===== config.mk =====
export PLATFORM = sky130hd
export DESIGN_NAME = carry_interval_timer
export DESIGN_NICKNAME = d
export VERILOG_FILES = /design/src/rtl/tmr_pkg.sv /design/src/rtl/tmr_step_reg.sv /design/src/rtl/tmr_phase_acc.sv /design/src/rtl/tmr_strobe_reg.sv /design/src/rtl/carry_interval_timer.sv
export SDC_FILE = /design/constraint.sdc
export NUM_CORES = 1
export LEC_CHECK = 0
export BUFFER_PORTS_ARGS = -buffer_cell sky130_fd_sc_hd__buf_4
export CORE_AREA = 2 2 87 89
export DETAILED_ROUTE_END_ITERATION = 12
export DIE_AREA = 0 0 89 91
export HOLD_SLACK_MARGIN = 0.12
export MAX_ROUTING_LAYER = met4
export PLACE_DENSITY = 0.77
export SLEW_MARGIN = 10
export SYNTH_ARGS = -nofsm -noshare
export SYNTH_HDL_FRONTEND = slang
export SYNTH_SLANG_ARGS = --single-unit

===== constraint.sdc =====
create_clock -name clk -period 2.7 [get_ports clk]
set_input_delay 0.135 -clock clk [delete_from_list [all_inputs] [get_ports clk]]
set_output_delay 0.135 -clock clk [all_outputs]
set_load 0.03 [all_outputs]

===== src/rtl/tmr_pkg.sv =====
// Package: shared definitions for the carry-strobe interval timer.
// Assumes a single clock domain; widths are set through parameters.
package tmr_pkg;
    localparam int ACC_W_DEF = 32;

    // Accumulator feedback selection
    typedef enum logic {
        FB_CLEAR = 1'b0,
        FB_RUN   = 1'b1
    } fb_mode_e;
endpackage


===== src/rtl/tmr_step_reg.sv =====
// Module: holds the programmed step value.
// Loads from the data input while the active-low capture enable is low;
// cleared by the synchronous active-low reset.
module tmr_step_reg #(
    parameter int W = 32
) (
    input  logic         clk,
    input  logic         rst_n,
    input  logic         cap_n,
    input  logic [W-1:0] din,
    output logic [W-1:0] step_q
);
    // Capture or hold the step value
    always_ff @(posedge clk) begin
        if (!rst_n)
            step_q <= '0;
        else if (!cap_n)
            step_q <= din;
    end
endmodule


===== src/rtl/tmr_phase_acc.sv =====
// Module: phase accumulator with a clearable feedback path.
// Computes feedback + step with one extra carry bit and registers the sum.
// Assumes the step is already registered upstream.
module tmr_phase_acc #(
    parameter int W = 32
) (
    input  logic             clk,
    input  logic             rst_n,
    input  tmr_pkg::fb_mode_e fb_mode,
    input  logic [W-1:0]     step,
    output logic [W-1:0]     acc_q,
    output logic             carry
);
    localparam int SW = W + 1;

    logic [W-1:0]  feedback;
    logic [SW-1:0] sum;

    // Select accumulator feedback or zero
    always_comb begin
        feedback = (fb_mode == tmr_pkg::FB_RUN) ? acc_q : '0;
    end

    // Wide addition that exposes the carry
    always_comb begin
        sum = {1'b0, feedback} + {1'b0, step};
    end

    assign carry = sum[SW-1];

    // Register the truncated sum
    always_ff @(posedge clk) begin
        if (!rst_n)
            acc_q <= '0;
        else
            acc_q <= sum[W-1:0];
    end
endmodule


===== src/rtl/tmr_strobe_reg.sv =====
// Module: registers the accumulator carry as a one-clock strobe.
// Forces the strobe low while feedback is cleared.
module tmr_strobe_reg (
    input  logic              clk,
    input  logic              rst_n,
    input  tmr_pkg::fb_mode_e fb_mode,
    input  logic              carry,
    output logic              strobe
);
    // Register the qualified carry
    always_ff @(posedge clk) begin
        if (!rst_n)
            strobe <= 1'b0;
        else
            strobe <= carry && (fb_mode == tmr_pkg::FB_RUN);
    end
endmodule


===== src/rtl/carry_interval_timer.sv =====
// Top: carry-strobe interval timer.
// The step register feeds a phase accumulator; the registered carry out is
// the timing strobe. Single clock, synchronous active-low reset.
module carry_interval_timer #(
    parameter int ACC_W = tmr_pkg::ACC_W_DEF
) (
    input  logic             clk,
    input  logic             rst_n,
    input  logic [ACC_W-1:0] step_in,
    input  logic             cap_n,
    input  logic             fbclr_n,
    output logic             strobe
);
    logic [ACC_W-1:0]  step_q;
    logic [ACC_W-1:0]  acc_q;
    logic              carry;
    tmr_pkg::fb_mode_e fb_mode;

    // Decode the feedback control
    always_comb begin
        fb_mode = fbclr_n ? tmr_pkg::FB_RUN : tmr_pkg::FB_CLEAR;
    end

    tmr_step_reg #(.W(ACC_W)) u_step (
        .clk    (clk),
        .rst_n  (rst_n),
        .cap_n  (cap_n),
        .din    (step_in),
        .step_q (step_q)
    );

    tmr_phase_acc #(.W(ACC_W)) u_acc (
        .clk     (clk),
        .rst_n   (rst_n),
        .fb_mode (fb_mode),
        .step    (step_q),
        .acc_q   (acc_q),
        .carry   (carry)
    );

    tmr_strobe_reg u_strobe (
        .clk     (clk),
        .rst_n   (rst_n),
        .fb_mode (fb_mode),
        .carry   (carry),
        .strobe  (strobe)
    );
endmodule


==> summary.md, run 1 <==
| Metric | Value |
|---|---|
| Final hold viol count | 0 |
| Simple-Gate Fraction of Synth Area | 0.246 |
| Synth top area cells | dfxtp_1, ha_1, and2_1 |
| Vias/cell | 5.33 |
| Outcome | complete, no violations |
| Clk Latency, worst-skew pair | ~0.34 ns |
| Initial core utilization | 0.566 |
| Die Width | ~89 um |
| Switching Share | 0.259 |
| XOR/XNOR Fraction of Synth Area | 0.0542 |
| Post-DRT Antenna Nets | 0 |
| Max stage delay on crit path | between 0.4 and 0.5 ns |
| Die height | 91 um |
| Flop pwr share | 0.443 |
| Largest net degree at the start of global routing | 70 |
| Cells after DPL | 589 |
| Synth Cell Area | around 4000 um^2 |
| Synth top area share | 0.322 |
| Via count | between 3000 and 4000 |
| Area grow syn2layout | 25.3% |
| Row cnt | 31 |
| Final min period | roughly 2.6 ns |
| Core area | about 7100 um^2 |
| Drt total wl | approximately 9000 um |
| Top-count cell post-synth | dfxtp_1 |
| Final setup fails | 0 |
| Fin crit share | 0.952 |
| CP Launch Type | flop |
| Multiplexer share of the synthesized area | 0.0842 |
| Cells after Synth | 458 |
| DRC marker count from the first detailed-route iteration | between 300 and 400 |
| Global-route wire length before repair | around 15000 um |
| Final WS setup | about 0.13 ns |
| Combinational share of power | 0.169 |
| Slowest cell on crit path | fa_1 |
| Clock sinks | 65 |
| H-tree levels | 3 |
| Layout cells sized above 1 | 0.156 |
| Internal power | between 1.5 and 2 mW |
| Worst slack at placement | -0.0427 ns |
| Synth unique cells | 53 |
| Compound-Gate Fraction of Synth Area | 0.160 |
| Arrival @ worst endpoint | around 2.8 ns |
| Seq/Total Area, Yosys | 0.322 |
| Main combinational cell family by area after synthesis | simple AND/OR/NAND/NOR gates |
| Non-Filler Instances | around 640 |
| CTS tree | done |
| Synth Area per Inst | just under 9 um^2 |
| HPWL after detailed placement | ~6000 um |
| Synth warnings | 0 |
| Slew @ Worst Pin | about 0.56 ns |
| Grt ovf | 0 |
| Max Freq | just under 400 MHz |
| Syn Nets | 527 |
| Worst slew margin | 0.629 |
| Power per cell area | 465 nW/um^2 |
| Fill count | around 600 |
| Max-cap violations | 0 |
| Total track usage | 0.240 |
| Ant. Diodes | 0 |
| Most frequent cells after synthesis | dfxtp_1, and2_1, nor2b_1 |
| Via count of the first global-routing pass | roughly 3400 |
| IO Count | 37 |
| GPL Wtd Cong | 0.926 |
| Worst-path maximum fanout | 3 |
| #FFs+latches synth | 65 |
| Main synth FF type | dfxtp_1 |
| Most used cell, CP | and2_1 |
| P_leak | 2.35 nW |
| Buffers on Ports | 36 |
| VDD IR max | 310 uV |
| CP bufs+invs | 1 |
| Post-route core utilization | 0.710 |
| Synthesized-area fraction occupied by adder cells | 0.104 |
| Clock power share | 0.388 |
| Post-synth EDFFs | 0 |
| Reg clk slew, reported paths | 0.08 ns |
| Hold Path Class | in2reg |
| FFs w/ async S/R, synth | 0 |
| DRC violation count after routing | 0 |
| Clock root cell | clkbuf_8 |
| Routed length per instance | about 14 um |
| Number of antenna violations at the first check in global routing | 0 |
| Clock buffer depth | 2 |
| Crit Path Category | reg2reg |
| Drt first pass iters | 4 |
| Cell chain of the critical path | and2_1 > ha_1 > fa_1 > a21o_1 > nand3_1 > a31oi_2 > o21ai_1 > buf_4 > nand2_1 > a41oi_1 > xnor2_1 > and2_1 |
| Worst path top cell family by delay | compound AO/OA/AOI/OAI gates |
| Fin. max-slew vios | 0 |
| P_sw | 0.610 mW |
| Endpoint type of the worst setup path | flop |
| Clk_skew | 0.0128 ns |
| Die area | 8100 um^2 |
| WP data required | a little under 3 ns |
| Power Total | 2.36 mW |
| Final Net Count | ~600 |
| Post-synth top area cell | dfxtp_1 |
| CTS Buf Count | 9 |
[worst reg2reg max path, stage by stage (launching register included)]
cell and delay [ns]:
dfxtp_1 0.30, and2_1 0.15, ha_1 0.21, fa_1 0.42, a21o_1 0.22, nand3_1 0.11, a31oi_2 0.11, o21ai_1 0.14
buf_4 0.14, nand2_1 0.13, a41oi_1 0.30, xnor2_1 0.08, and2_1 0.15
[power by group through the flow]
| stage | clock [mW] | sequential (mW) | combinational (mW) |
|---|---|---|---|
| final | 0.913 | 1.04 | 0.399 |
| after global routing | 0.970 | 1.05 | 0.442 |
| after CTS | 0.932 | 1.04 | 0.393 |
| after detailed placement | 0 | 1.07 | 0.354 |
| after global placement | 0 | 1.06 | 0.342 |
| after floorplan | 0 | 1.06 | 0.254 |
[cells by family (layout without fill, tap and decap cells)]
group           count (synthesis)  in the layout
simple gates                  175            175
compound gates                 96             96
flops                          65             65
mux                            34             34
fa+ha+maj                      33             33
buf+inv                        30            111
xor+xnor                       25             25
[cell usage in the layout, fill, tap and decap left out, types with 3 or more instances in the layout]
master	count
dlygate4sd3_1	32
nor2_1	15
nand2b_1	5
nor2b_1	35
xor2_1	6
a21oi_1	25
nand3_1	14
or3_1	4
o211ai_1	3
a21oi_2	3
a21o_1	14
inv_1	11
and2_1	61
xnor2_1	19
nand2_1	25
ha_1	32
clkbuf_8	9
dfxtp_1	65
a211o_1	3
buf_4	51
nand4_1	3
o21ai_1	3
mux2i_1	34
clkinvlp_4	4
o21ai_0	19
[metal layers]
metal / global-route usage / part of all wire / vias up
met1: 0.308 / 0.46 / 1546
met4: 0.0858 / 0.018 / 0
met3: 0.0355 / 0.048 / 15
met2: 0.383 / 0.47 / 94
li1: - / - / 1746
met5: - / 0 / -
[worst paths after layout]
kind / from / endpoint / slack (ns) / depth (start not counted)
max: u_acc.acc_q[0] / u_acc.acc_q[18] / 0.13 / 12
min: fbclr_n / u_strobe.strobe / 0.19 / 3
max reg2reg: u_acc.acc_q[0] / u_acc.acc_q[18] / 0.13 / 12
min reg2reg: u_step.step_q[11] / u_step.step_q[11] / 0.53 / 2
[area by class of cell]
cell class,count,area (um^2),area share
Tap cell,99,124,0.0245
Inverter,11,41.3,0.00815
Clock buffer,9,124,0.0245
Sequential cell,65,1300,0.257
Multi-Input combinational cell,363,2660,0.524
Timing Repair Buffer,84,723,0.143
Clock inverter,7,95.1,0.0188
[repair_timing]
action,in CTS,in global routing
setup endpoints to repair,0,11
endpoints found under the hold margin,32,0
hold buffers,32,0
gates resized for setup,0,7
buffers inserted,0,1
[flip-flops by register name, indices dropped and copies added, names as in the netlist]
signal and flops:
u_step.step_q 32, u_strobe.strobe 1, u_acc.acc_q 32
[metrics by stage]
stage	hold WS (ns)	instance area (um^2)	setup TNS (ns)
2_1_floorplan	0.301	4040	0
3_3_place_gp	0.386	4480	-0.0910
3_5_place_dp	0.394	4480	-0.0789
4_1_cts	0.187	5020	0
5_1_grt	0.213	5060	-0.0263
6_report	0.190	5060	0
No activity file was read; power rests on OpenSTA's default activity.
==> run 2: changes to the inputs <==
--- a/config.mk
+++ b/config.mk
@@ -9,10 +9,11 @@
 export CORE_AREA = 2 2 87 89
 export DETAILED_ROUTE_END_ITERATION = 12
 export DIE_AREA = 0 0 89 91
+export GPL_TIMING_DRIVEN = 0
 export HOLD_SLACK_MARGIN = 0.12
 export MAX_ROUTING_LAYER = met4
 export PLACE_DENSITY = 0.77
-export SLEW_MARGIN = 10
+export SLEW_MARGIN = 25
 export SYNTH_ARGS = -nofsm -noshare
 export SYNTH_HDL_FRONTEND = slang
 export SYNTH_SLANG_ARGS = --single-unit
==> summary.md, run 2 (same netlist as run 1, synthesis figures left out) <==
| Metric | Value |
|---|---|
| Layout cells sized above 1 | 0.146 (was 0.156) |
| Via count of the first global-routing pass | 3329 (was 3388) |
| Arrival @ worst endpoint | 2.85 ns (was 2.81 ns) |
| Clock power share | 0.374 (was 0.388) |
| Commonest non-fill, non-tap cells in the layout | dfxtp_1, and2_1, buf_4 (unchanged) |
| Ant. Diodes | 0 (unchanged) |
| Buffers on Ports | 35 (was 36) |
| Combinational share of power | 0.172 (was 0.169) |
| HPWL after detailed placement | 6210 um (was 6100 um) |
| Clk Latency, worst-skew pair | 0.35 ns (was 0.34 ns) |
| Core area | 7140 um^2 (unchanged) |
| Flop pwr share | 0.454 (was 0.443) |
| Final setup fails | 0 (unchanged) |
| Worst slew margin | 0.431 (was 0.629) |
| WP data required | 2.98 ns (was 2.94 ns) |
| Final hold viol count | 0 (unchanged) |
| Most common cell after layout, fill and taps aside | dfxtp_1 (unchanged) |
| Internal power | 1.70 mW (was 1.75 mW) |
| Max-cap violations | 0 (unchanged) |
| Max stage delay on crit path | 0.40 ns (was 0.42 ns) |
| Reg clk slew, reported paths | 0.07 ns (was 0.08 ns) |
| Total track usage | 0.233 (was 0.240) |
| Slew @ Worst Pin | 0.853 ns (was 0.556 ns) |
| Worst path top cell family by delay | compound AO/OA/AOI/OAI gates (unchanged) |
| P_sw | 0.598 mW (was 0.610 mW) |
| Grt ovf | 0 (unchanged) |
| Clock buffer depth | 2 (unchanged) |
| CP bufs+invs | 0 (was 1) |
| Global-route wire length before repair | 14700 um (was 15200 um) |
| DRC violation count after routing | 0 (unchanged) |
| Area after DPL | 4430 um^2 (was 4480 um^2) |
| Biggest registers after layout | u_acc.acc_q: 32 flops, u_step.step_q: 32 flops, u_strobe.strobe: 1 flops (unchanged) |
| Die height | 91 um (unchanged) |
| Fin crit share | 0.955 (was 0.952) |
| CTS Buf Count | 9 (unchanged) |
| IO Count | 37 (unchanged) |
| Max Freq | 388 MHz (was 389 MHz) |
| GPL Wtd Cong | 0.925 (was 0.926) |
| Via count | 3457 (was 3401) |
| Drt total wl | 8850 um (was 9000 um) |
| Fin. max-slew vios | 0 (unchanged) |
| Clock root cell | clkbuf_8 (unchanged) |
| Final min period | 2.58 ns (was 2.57 ns) |
| RSZ-0062 raised after global routing | false |
| Final Net Count | 605 (was 603) |
| Largest net degree at the start of global routing | 16 (was 70) |
| Routed length per instance | 13.8 um (was 14.1 um) |
| Initial core utilization | 0.566 (unchanged) |
| Worst-path maximum fanout | 6 (was 3) |
| Reg2reg setup slack | 0.12 ns (was 0.13 ns) |
| CTS tree | done (unchanged) |
| H-tree levels | 3 (unchanged) |
| Hold WS | 0.168 ns (was 0.190 ns) |
| Clk_skew | 0.0121 ns (was 0.0128 ns) |
| Endpoint type of the worst setup path | flop (unchanged) |
| Area grow syn2layout | 24.6% (was 25.3%) |
| Cell chain of the critical path | and2_1 > ha_1 > nand3_1 > o211a_1 > o21ai_0 > o21ai_4 > o31ai_4 > a221oi_2 > or3_1 > o21ai_1 (was and2_1 > ha_1 > fa_1 > a21o_1 > nand3_1 > a31oi_2 > o21ai_1 > buf_4 > nand2_1 > a41oi_1 > xnor2_1 > and2_1) |
| P_leak | 2.33 nW (was 2.35 nW) |
| Hold Path Class | in2reg (unchanged) |
| VDD IR max | 298 uV (was 310 uV) |
| Crit Path Category | reg2reg (unchanged) |
| DRC marker count from the first detailed-route iteration | 203 (was 343) |
| Die Width | 89 um (unchanged) |
| Slowest cell on crit path | ha_1 (was fa_1) |
| Outcome | complete, no violations (unchanged) |
| Number of antenna violations at the first check in global routing | 0 (unchanged) |
| Switching Share | 0.261 (was 0.259) |
| Post-DRT Antenna Nets | 0 (unchanged) |
| Die area | 8100 um^2 (unchanged) |
| CP Launch Type | flop (unchanged) |
| Row cnt | 31 (unchanged) |
| Power per cell area | 455 nW/um^2 (was 465 nW/um^2) |
| Drt first pass iters | 4 (unchanged) |
| Clock sinks | 65 (unchanged) |
| Design Area, Final | 5030 um^2 (was 5060 um^2) |
| Vias/cell | 5.40 (was 5.33) |
==> run 2: final timing paths <==
| path | startpoint | endpoint | cells past startpoint |
|---|---|---|---|
| hold / removal | rst_n | u_strobe.strobe | 3 |
| hold reg to reg | u_step.step_q[14] | u_step.step_q[14] | 2 |
| setup / recovery | u_acc.acc_q[8] | u_strobe.strobe | 10 |
| setup reg to reg | u_acc.acc_q[8] | u_strobe.strobe | 10 |
==> run 2: per-stage QoR <==
stage / setup slack, ns / util / std cells / setup TNS (ns) / power, mW
2_1_floorplan: 0.264 / - / 458 / 0 / 1.31
3_3_place_gp: -0.373 / 0.620 / 592 / -3.49 / 1.40
3_5_place_dp: -0.408 / 0.620 / 592 / -3.98 / 1.41
4_1_cts: 0.00877 / 0.695 / 639 / 0 / 2.29
5_1_grt: 0.00106 / 0.705 / 640 / 0 / 2.39
6_report: 0.120 / 0.705 / 640 / 0 / 2.29
==> run 2: what timing repair did <==
| action | 4_1_cts | 5_1_grt |
|---|---|---|
| buffers inserted | 0 | 1 |
| hold buffers | 32 | 0 |
| pin swaps | 1 | 2 |
| hold endpoints to repair | 32 | 0 |
| gates resized for setup | 2 | 18 |
| setup endpoints to repair | 5 | 11 |
==> run 2: area by class of cell <==
type	instances	area [um^2]
multi-input combinational	363	2690
fill	565	2100
sequential	65	1300
timing repair buffer	68	591
clock buffer	11	151
tap	99	124
buffer	18	80.1
clock inverter	5	53.8
inverter	11	41.3
==> run 2: metal layers <==
layer | GRT usage | up-vias | part of all wire
li1 | - | 1756 | -
met1 | 0.300 | 1617 | 0.48
met2 | 0.368 | 71 | 0.47
met3 | 0.0336 | 13 | 0.032
met4 | 0.0920 | 0 | 0.017
met5 | - | - | 0
==> run 2: worst min-delay path, delay by kind of cell <==
family | cells | cell delay (ns)
buf+inv | 1 | 0.14
compound gates | 2 | 0.19
==> run 2: power groups by stage <==
stage | Sequential [mW] | Clock (mW) | Combinational (mW)
6_report | 1.04 | 0.857 | 0.395
5_1_grt | 1.05 | 0.908 | 0.438
4_1_cts | 1.04 | 0.865 | 0.387
3_5_place_dp | 1.06 | 0 | 0.347
3_3_place_gp | 1.06 | 0 | 0.337
2_1_floorplan | 1.06 | 0 | 0.254
